===== src/rtl/pcd_pkg.sv =====
`timescale 1ns/1ps
package pcd_pkg;

  // Per-bit change test between the synchronised and the previous sample.
  function automatic logic pc_changed(input logic cur, input logic prev);
    return cur ^ prev;
  endfunction

  // Sticky flag update: a set pulse wins over a clear on the same edge.
  function automatic logic pc_sticky_next(input logic flag, input logic set,
                                          input logic clr);
    logic nxt;
    nxt = flag;
    if (clr) nxt = 1'b0;
    if (set) nxt = 1'b1;
    return nxt;
  endfunction

  // Masked difference between live pin value and latched value.
  function automatic logic pc_wake_bit(input logic live, input logic held,
                                       input logic en);
    return en & (live ^ held);
  endfunction

endpackage


===== src/rtl/pcd_pin_sync.sv =====
`timescale 1ns/1ps
module pcd_pin_sync
  import pcd_pkg::*;
#(
  parameter int unsigned NPINS       = 6,
  parameter int unsigned SYNC_STAGES = 1
) (
  input  logic             clk,
  input  logic             rst_n,
  input  logic [NPINS-1:0] pin_i,
  output logic [NPINS-1:0] lat_o,
  output logic [NPINS-1:0] sync_o,
  output logic [NPINS-1:0] prev_o,
  output logic [NPINS-1:0] chg_o,
  output logic             armed_o
);

  logic armed_q;

  // One cycle after reset the pipeline is seeded from the pins.
  always_ff @(posedge clk or negedge rst_n) begin
    if (!rst_n) armed_q <= 1'b0;
    else        armed_q <= 1'b1;
  end

  assign armed_o = armed_q;

  for (genvar p = 0; p < NPINS; p++) begin : g_pin
    logic                   lat_q;
    logic [SYNC_STAGES-1:0] sy_q;
    logic                   prev_q;

    always_ff @(posedge clk or negedge rst_n) begin
      if (!rst_n) begin
        lat_q  <= 1'b0;
        sy_q   <= '0;
        prev_q <= 1'b0;
      end else if (!armed_q) begin
        lat_q  <= pin_i[p];
        sy_q   <= {SYNC_STAGES{pin_i[p]}};
        prev_q <= pin_i[p];
      end else begin
        lat_q   <= pin_i[p];
        sy_q[0] <= lat_q;
        for (int s = 1; s < SYNC_STAGES; s++) sy_q[s] <= sy_q[s-1];
        prev_q  <= sy_q[SYNC_STAGES-1];
      end
    end

    assign lat_o[p]  = lat_q;
    assign sync_o[p] = sy_q[SYNC_STAGES-1];
    assign prev_o[p] = prev_q;
    assign chg_o[p]  = armed_q & pc_changed(sy_q[SYNC_STAGES-1], prev_q);
  end

  // the seeding cycle leaves no apparent edge behind.
  assert_seed_quiet_R1: assert property (@(posedge clk) disable iff (!rst_n)
    $rose(armed_q) |-> (chg_o == '0));

  // the synchroniser output follows the latch one stage later.
  assert_sync_follows_R4: assert property (@(posedge clk) disable iff (!rst_n)
    (armed_q && $past(armed_q) && SYNC_STAGES == 1) |-> (sync_o == $past(lat_o)));

endmodule


===== src/rtl/pcd_wake.sv =====
`timescale 1ns/1ps
module pcd_wake
  import pcd_pkg::*;
#(
  parameter int unsigned NPINS = 6
) (
  input  logic [NPINS-1:0] pin_i,
  input  logic [NPINS-1:0] lat_i,
  input  logic [NPINS-1:0] mask_i,
  output logic             wake_o
);

  logic [NPINS-1:0] diff;

  for (genvar p = 0; p < NPINS; p++) begin : g_cmp
    assign diff[p] = pc_wake_bit(pin_i[p], lat_i[p], mask_i[p]);
  end

  assign wake_o = |diff;

endmodule


===== src/rtl/pcd_flag.sv =====
`timescale 1ns/1ps
module pcd_flag
  import pcd_pkg::*;
(
  input  logic clk,
  input  logic rst_n,
  input  logic hit_i,
  input  logic clr_i,
  input  logic en_i,
  output logic setflag_o,
  output logic flag_o,
  output logic irq_o
);

  logic setflag_q;
  logic flag_q;

  always_ff @(posedge clk or negedge rst_n) begin
    if (!rst_n) begin
      setflag_q <= 1'b0;
      flag_q    <= 1'b0;
    end else begin
      setflag_q <= hit_i;
      flag_q    <= pc_sticky_next(flag_q, setflag_q, clr_i);
    end
  end

  assign setflag_o = setflag_q;
  assign flag_o    = flag_q;
  assign irq_o     = flag_q & en_i;

  // the flag only rises one edge after a set pulse.
  assert_flag_after_pulse_R4: assert property (@(posedge clk) disable iff (!rst_n)
    $rose(flag_q) |-> $past(setflag_q));

  // a set pulse always leaves the flag set, clear or not.
  assert_set_wins_R7: assert property (@(posedge clk) disable iff (!rst_n)
    setflag_q |=> flag_q);

  // a clear with no competing pulse empties the flag.
  assert_clear_works_R6: assert property (@(posedge clk) disable iff (!rst_n)
    (clr_i && !setflag_q) |=> !flag_q);

  // without clear the flag never falls.
  assert_sticky_R6: assert property (@(posedge clk) disable iff (!rst_n)
    (flag_q && !clr_i) |=> flag_q);

  // no request while the global enable is low.
  assert_en_gate_R8: assert property (@(posedge clk) disable iff (!rst_n)
    !en_i |-> !irq_o);

endmodule


===== src/rtl/pinchg_irq_top.sv =====
`timescale 1ns/1ps
module pinchg_irq_top #(
  parameter int unsigned NPINS       = 6,
  parameter int unsigned SYNC_STAGES = 1
) (
  input  logic             clk,
  input  logic             rst_n,
  input  logic [NPINS-1:0] pin_i,
  input  logic             mask_we_i,
  input  logic [NPINS-1:0] mask_wdata_i,
  input  logic             flag_clr_i,
  input  logic             pc_en_i,
  output logic             irq_o,
  output logic             wake_o
);

  localparam int unsigned LAT_TO_FLAG = SYNC_STAGES + 2;

  logic [NPINS-1:0] mask_q;
  logic [NPINS-1:0] lat_vec, sync_vec, prev_vec, chg_vec;
  logic             armed;
  logic             hit;
  logic             setflag;
  logic             flag;

  always_ff @(posedge clk or negedge rst_n) begin
    if (!rst_n)         mask_q <= '0;
    else if (mask_we_i) mask_q <= mask_wdata_i;
  end

  pcd_pin_sync #(.NPINS(NPINS), .SYNC_STAGES(SYNC_STAGES)) u_sync (
    .clk     (clk),
    .rst_n   (rst_n),
    .pin_i   (pin_i),
    .lat_o   (lat_vec),
    .sync_o  (sync_vec),
    .prev_o  (prev_vec),
    .chg_o   (chg_vec),
    .armed_o (armed)
  );

  assign hit = |(chg_vec & mask_q);

  pcd_flag u_flag (
    .clk       (clk),
    .rst_n     (rst_n),
    .hit_i     (hit),
    .clr_i     (flag_clr_i),
    .en_i      (pc_en_i),
    .setflag_o (setflag),
    .flag_o    (flag),
    .irq_o     (irq_o)
  );

  pcd_wake #(.NPINS(NPINS)) u_wake (
    .pin_i  (pin_i),
    .lat_i  (lat_vec),
    .mask_i (mask_q),
    .wake_o (wake_o)
  );

  // a set pulse needs a real change from the compare stage the cycle before.
  assert_pulse_needs_change_R2: assert property (@(posedge clk) disable iff (!rst_n)
    setflag |-> $past(sync_vec != prev_vec));

  // with an empty mask nothing can raise wake.
  assert_wake_needs_mask_R2: assert property (@(posedge clk) disable iff (!rst_n)
    (mask_q == '0) |-> !wake_o);

  // the flag cannot be set before the pipeline has been seeded long enough.
  assert_no_early_flag_R1: assert property (@(posedge clk) disable iff (!rst_n)
    !armed |-> !flag);

  // the latency constant is at least the fixed latch/pulse/flag chain.
  initial assert_latency_shape_R4: assert (LAT_TO_FLAG >= 3);

endmodule


===== config.mk =====
export PLATFORM = sky130hd
export DESIGN_NAME = pinchg_irq_top
export DESIGN_NICKNAME = d
export VERILOG_FILES = /design/src/rtl/pcd_pkg.sv /design/src/rtl/pcd_pin_sync.sv /design/src/rtl/pcd_wake.sv /design/src/rtl/pcd_flag.sv /design/src/rtl/pinchg_irq_top.sv
export SDC_FILE = /design/constraint.sdc
export NUM_CORES = 1
export LEC_CHECK = 0
export CAP_MARGIN = 20
export CORE_MARGIN = 2
export CORE_UTILIZATION = 25
export CTS_CLUSTER_DIAMETER = 150
export DETAILED_ROUTE_END_ITERATION = 8
export PLACE_DENSITY = 0.45
export SYNTH_ARGS = -nofsm -noshare
export SYNTH_HDL_FRONTEND = slang
export SYNTH_SLANG_ARGS = --single-unit
export TNS_END_PERCENT = 100

===== constraint.sdc =====
create_clock -name clk -period 0.8 [get_ports clk]
set_input_delay 0.16 -clock clk [delete_from_list [all_inputs] [get_ports clk]]
set_output_delay 0.16 -clock clk [all_outputs]
set_load 0.01 [all_outputs]

==> results.md <==
* Status: complete, but fails checks
* Violated checks: negative setup slack
* Warnings, synthesis at 0
* Layout area overhead at 45.5%
* All-Layer GR Usage at 9.69%
* Cell Area, Synth at 1060 um^2
* Net switching power at 0.686 mW
* Final setup margin at -0.644 ns
* Num rows at 23
* Part of the power in the clock network at 27.0%
* Crit Path Class: register to output port
* Total grt overflow at 0
* Netlist cell types at 13
* # DRC at 0
* CTS max path bufs at 2
* Max IR drop VDD at 0.000790 V
* Antenna cell count at 0
* F_max at 692 MHz
* WP data arrival at 1.28 ns
* Seq pwr share at 55.1%
* Syn Nets at 107
* Max-cap violations at 0
* Die area at 4770 um^2
* DR vias at 743
* Setup repair after global routing missed its margin: yes
* Final WL at 2.15 mm
* Starting Density at 26.3%
* H-tree levels at 1
* Layout net count at 144
* Fin crit share at 181%
* Main combinational cell family by area after synthesis: simple AND/OR/NAND/NOR gates
* Final hold vios at 0
* Pre-antenna DRT Iters at 4
* Worst hold path class: primary input to asynchronous set/reset pin
* Mux share of post-synthesis cell area at 6.38%
* Layout Skew at 0.00233 ns
* Synth Register Bits at 27
* Chip Width at 69.1 um
* Pre-CTS setup slack at -1.01 ns
* Core area at 4030 um^2
* Final core occ at 38.2%
* Combinational Power Share at 17.9%
* Clock latency on the worst-skew pair at 0.27 ns
* Adder-Cell Fraction of Synth Area at 0%
* I/O Buffers at 18
* Final Max Slew Viols at 0
* HPWL Detailed at 1.50 mm
* CTS Hold Buffers Added at 0
* Placer Congestion at 0.763
* Final ANT Viol Nets at 0
* Clk slew on worst S/H paths at 0.09 ns
* Drt wl/cell at 12.2 um
* Final setup vio count at 13
* CTS buffer count at 3
* CP Launch Type: register
* Violation count after the first detailed-routing iteration at 10
* Vias in the first global route at 762
* Worst EP required at 0.64 ns
* Leakage at 0.740 nW
* Crit. End Element: output port
* Pwr dens at 1830 nW/um^2
* Clock root buffer master: clkbuf_8
* Wire length of the first global-routing pass at 3.59 mm
* Sw frac at 24.3%
* Avg Inst Size Synth at 11.8 um^2
* Post-synthesis sequential area ratio at 63.8%
* Io pins at 19
* Cells after Synth at 90
* Pint at 2.14 mW
* Minimum clock period at 1.44 ns
* Post-synthesis compound-gate area fraction at 5.56%
* CTS tree: done
* Initial antenna violation count at 0
* Layout cell share with drive strength beyond 1 at 31.7%
* Sink Count at 27
* XOR/XNOR Fraction of Synth Area at 9.93%
* Post-Synth Simple-Gate Area at 11.7%
* Routed vias/inst at 4.22
* Largest net degree at the start of global routing at 28
* Die height at 69.1 um
* Worst-path maximum fanout at 2
==> metrics by stage <==
stage,TNS [ns],cells,hold WS (ns),power [mW],instance area [um^2]
floorplan,-0.229,90,-0.136,1.76,1060
global placement,-6.67,170,0.417,2.03,1420
detailed placement,-6.82,170,0.420,2.04,1420
CTS,-1.61,174,0.236,2.82,1480
global route,-2.29,176,0.240,2.98,1540
finish,-1.62,176,0.234,2.83,1540
==> cells in the mapped netlist <==
cell      n  area share [%]
nand2_1  30              11
dfrtp_1  27              64
xor2_1   12             9.9
a22oi_1   6             4.3
mux2_2    6             6.4
inv_1     2            0.71
a21o_1    1            0.71
a31oi_1   1            0.59
and2_1    1            0.59
buf_2     1            0.47
buf_6     1             1.1
conb_1    1            0.35
nand3_1   1            0.47
==> cell usage in the layout (no fill, tap or decap), drive strengths merged <==
cell type	instances
clkbuf	4
inv	2
mux2	6
dlygate4sd2	1
clkdlybuf4s50	15
a31oi	1
nand2	30
nand3	1
and2	1
a22oi	6
conb	1
buf	18
a21o	1
dfrtp	27
xor2	12
==> kinds of logic after synthesis <==
family          after synthesis
xor+xnor                     12
other cells                   1
buf+inv                       4
mux                           6
simple gates                 32
flops                        27
compound gates                8
==> final cells by class <==
type                       count  area (um^2)
clock buffer                   4         45.0
sequential                    27          677
inverter                       2         10.0
tap                           50         62.6
fill                         411         2490
timing repair buffer          34          340
multi-input combinational     59          405
==> worst paths after layout <==
path	from	to	slack, ns	cells past startpoint
min in group clk	pin_i[4]	u_sync.g_pin[4].lat_q	0.40	1
worst min-delay path	rst_n	mask_q[3]	0.23	2
max in group asynchronous	rst_n	u_sync.armed_o	0.40	2
worst max register to register	u_sync.g_pin[4].sy_q	u_flag.setflag_o	-0.19	3
worst min register to register	u_flag.setflag_o	u_flag.flag_o	0.43	1
worst max-delay path	u_sync.g_pin[0].lat_q	wake_o	-0.64	4
==> flip-flops by register name, indices dropped and copies added (netlist names) <==
| register | flops |
|---|---|
| u_sync.g_pin.prev_q | 6 |
| u_sync.armed_o | 1 |
| u_sync.g_pin.sy_q | 6 |
| u_flag.flag_o | 1 |
| u_sync.g_pin.lat_q | 6 |
| mask_q | 6 |
| u_flag.setflag_o | 1 |
==> worst max-delay path, stage by stage (launching register included) <==
cell     delay [ns]
dfrtp_1        0.41
xor2_1         0.16
a22oi_2        0.18
nand3_1        0.11
buf_2          0.15
==> layer usage <==
layer	part of all wire (%)	global-route usage, %
met1	46	12.7
met2	48	14.5
met3	3.9	2.63
met4	2.1	5.23
met5	0	0
==> power groups by stage <==
stage          sequential (mW)  clock, mW  combinational (mW)
2_1_floorplan             1.56          0               0.197
3_3_place_gp              1.57          0               0.464
3_5_place_dp              1.57          0               0.469
4_1_cts                   1.55      0.796               0.482
5_1_grt                   1.57      0.854               0.560
6_report                  1.56      0.763               0.507
==> timing repair <==
action,CTS,global route
pin swaps,2,13
gates resized for setup,18,19
gates cloned,0,1
endpoints found under the setup margin,21,21
setup buffers,1,2
Note: power is estimated with default switching activity, not from simulation.
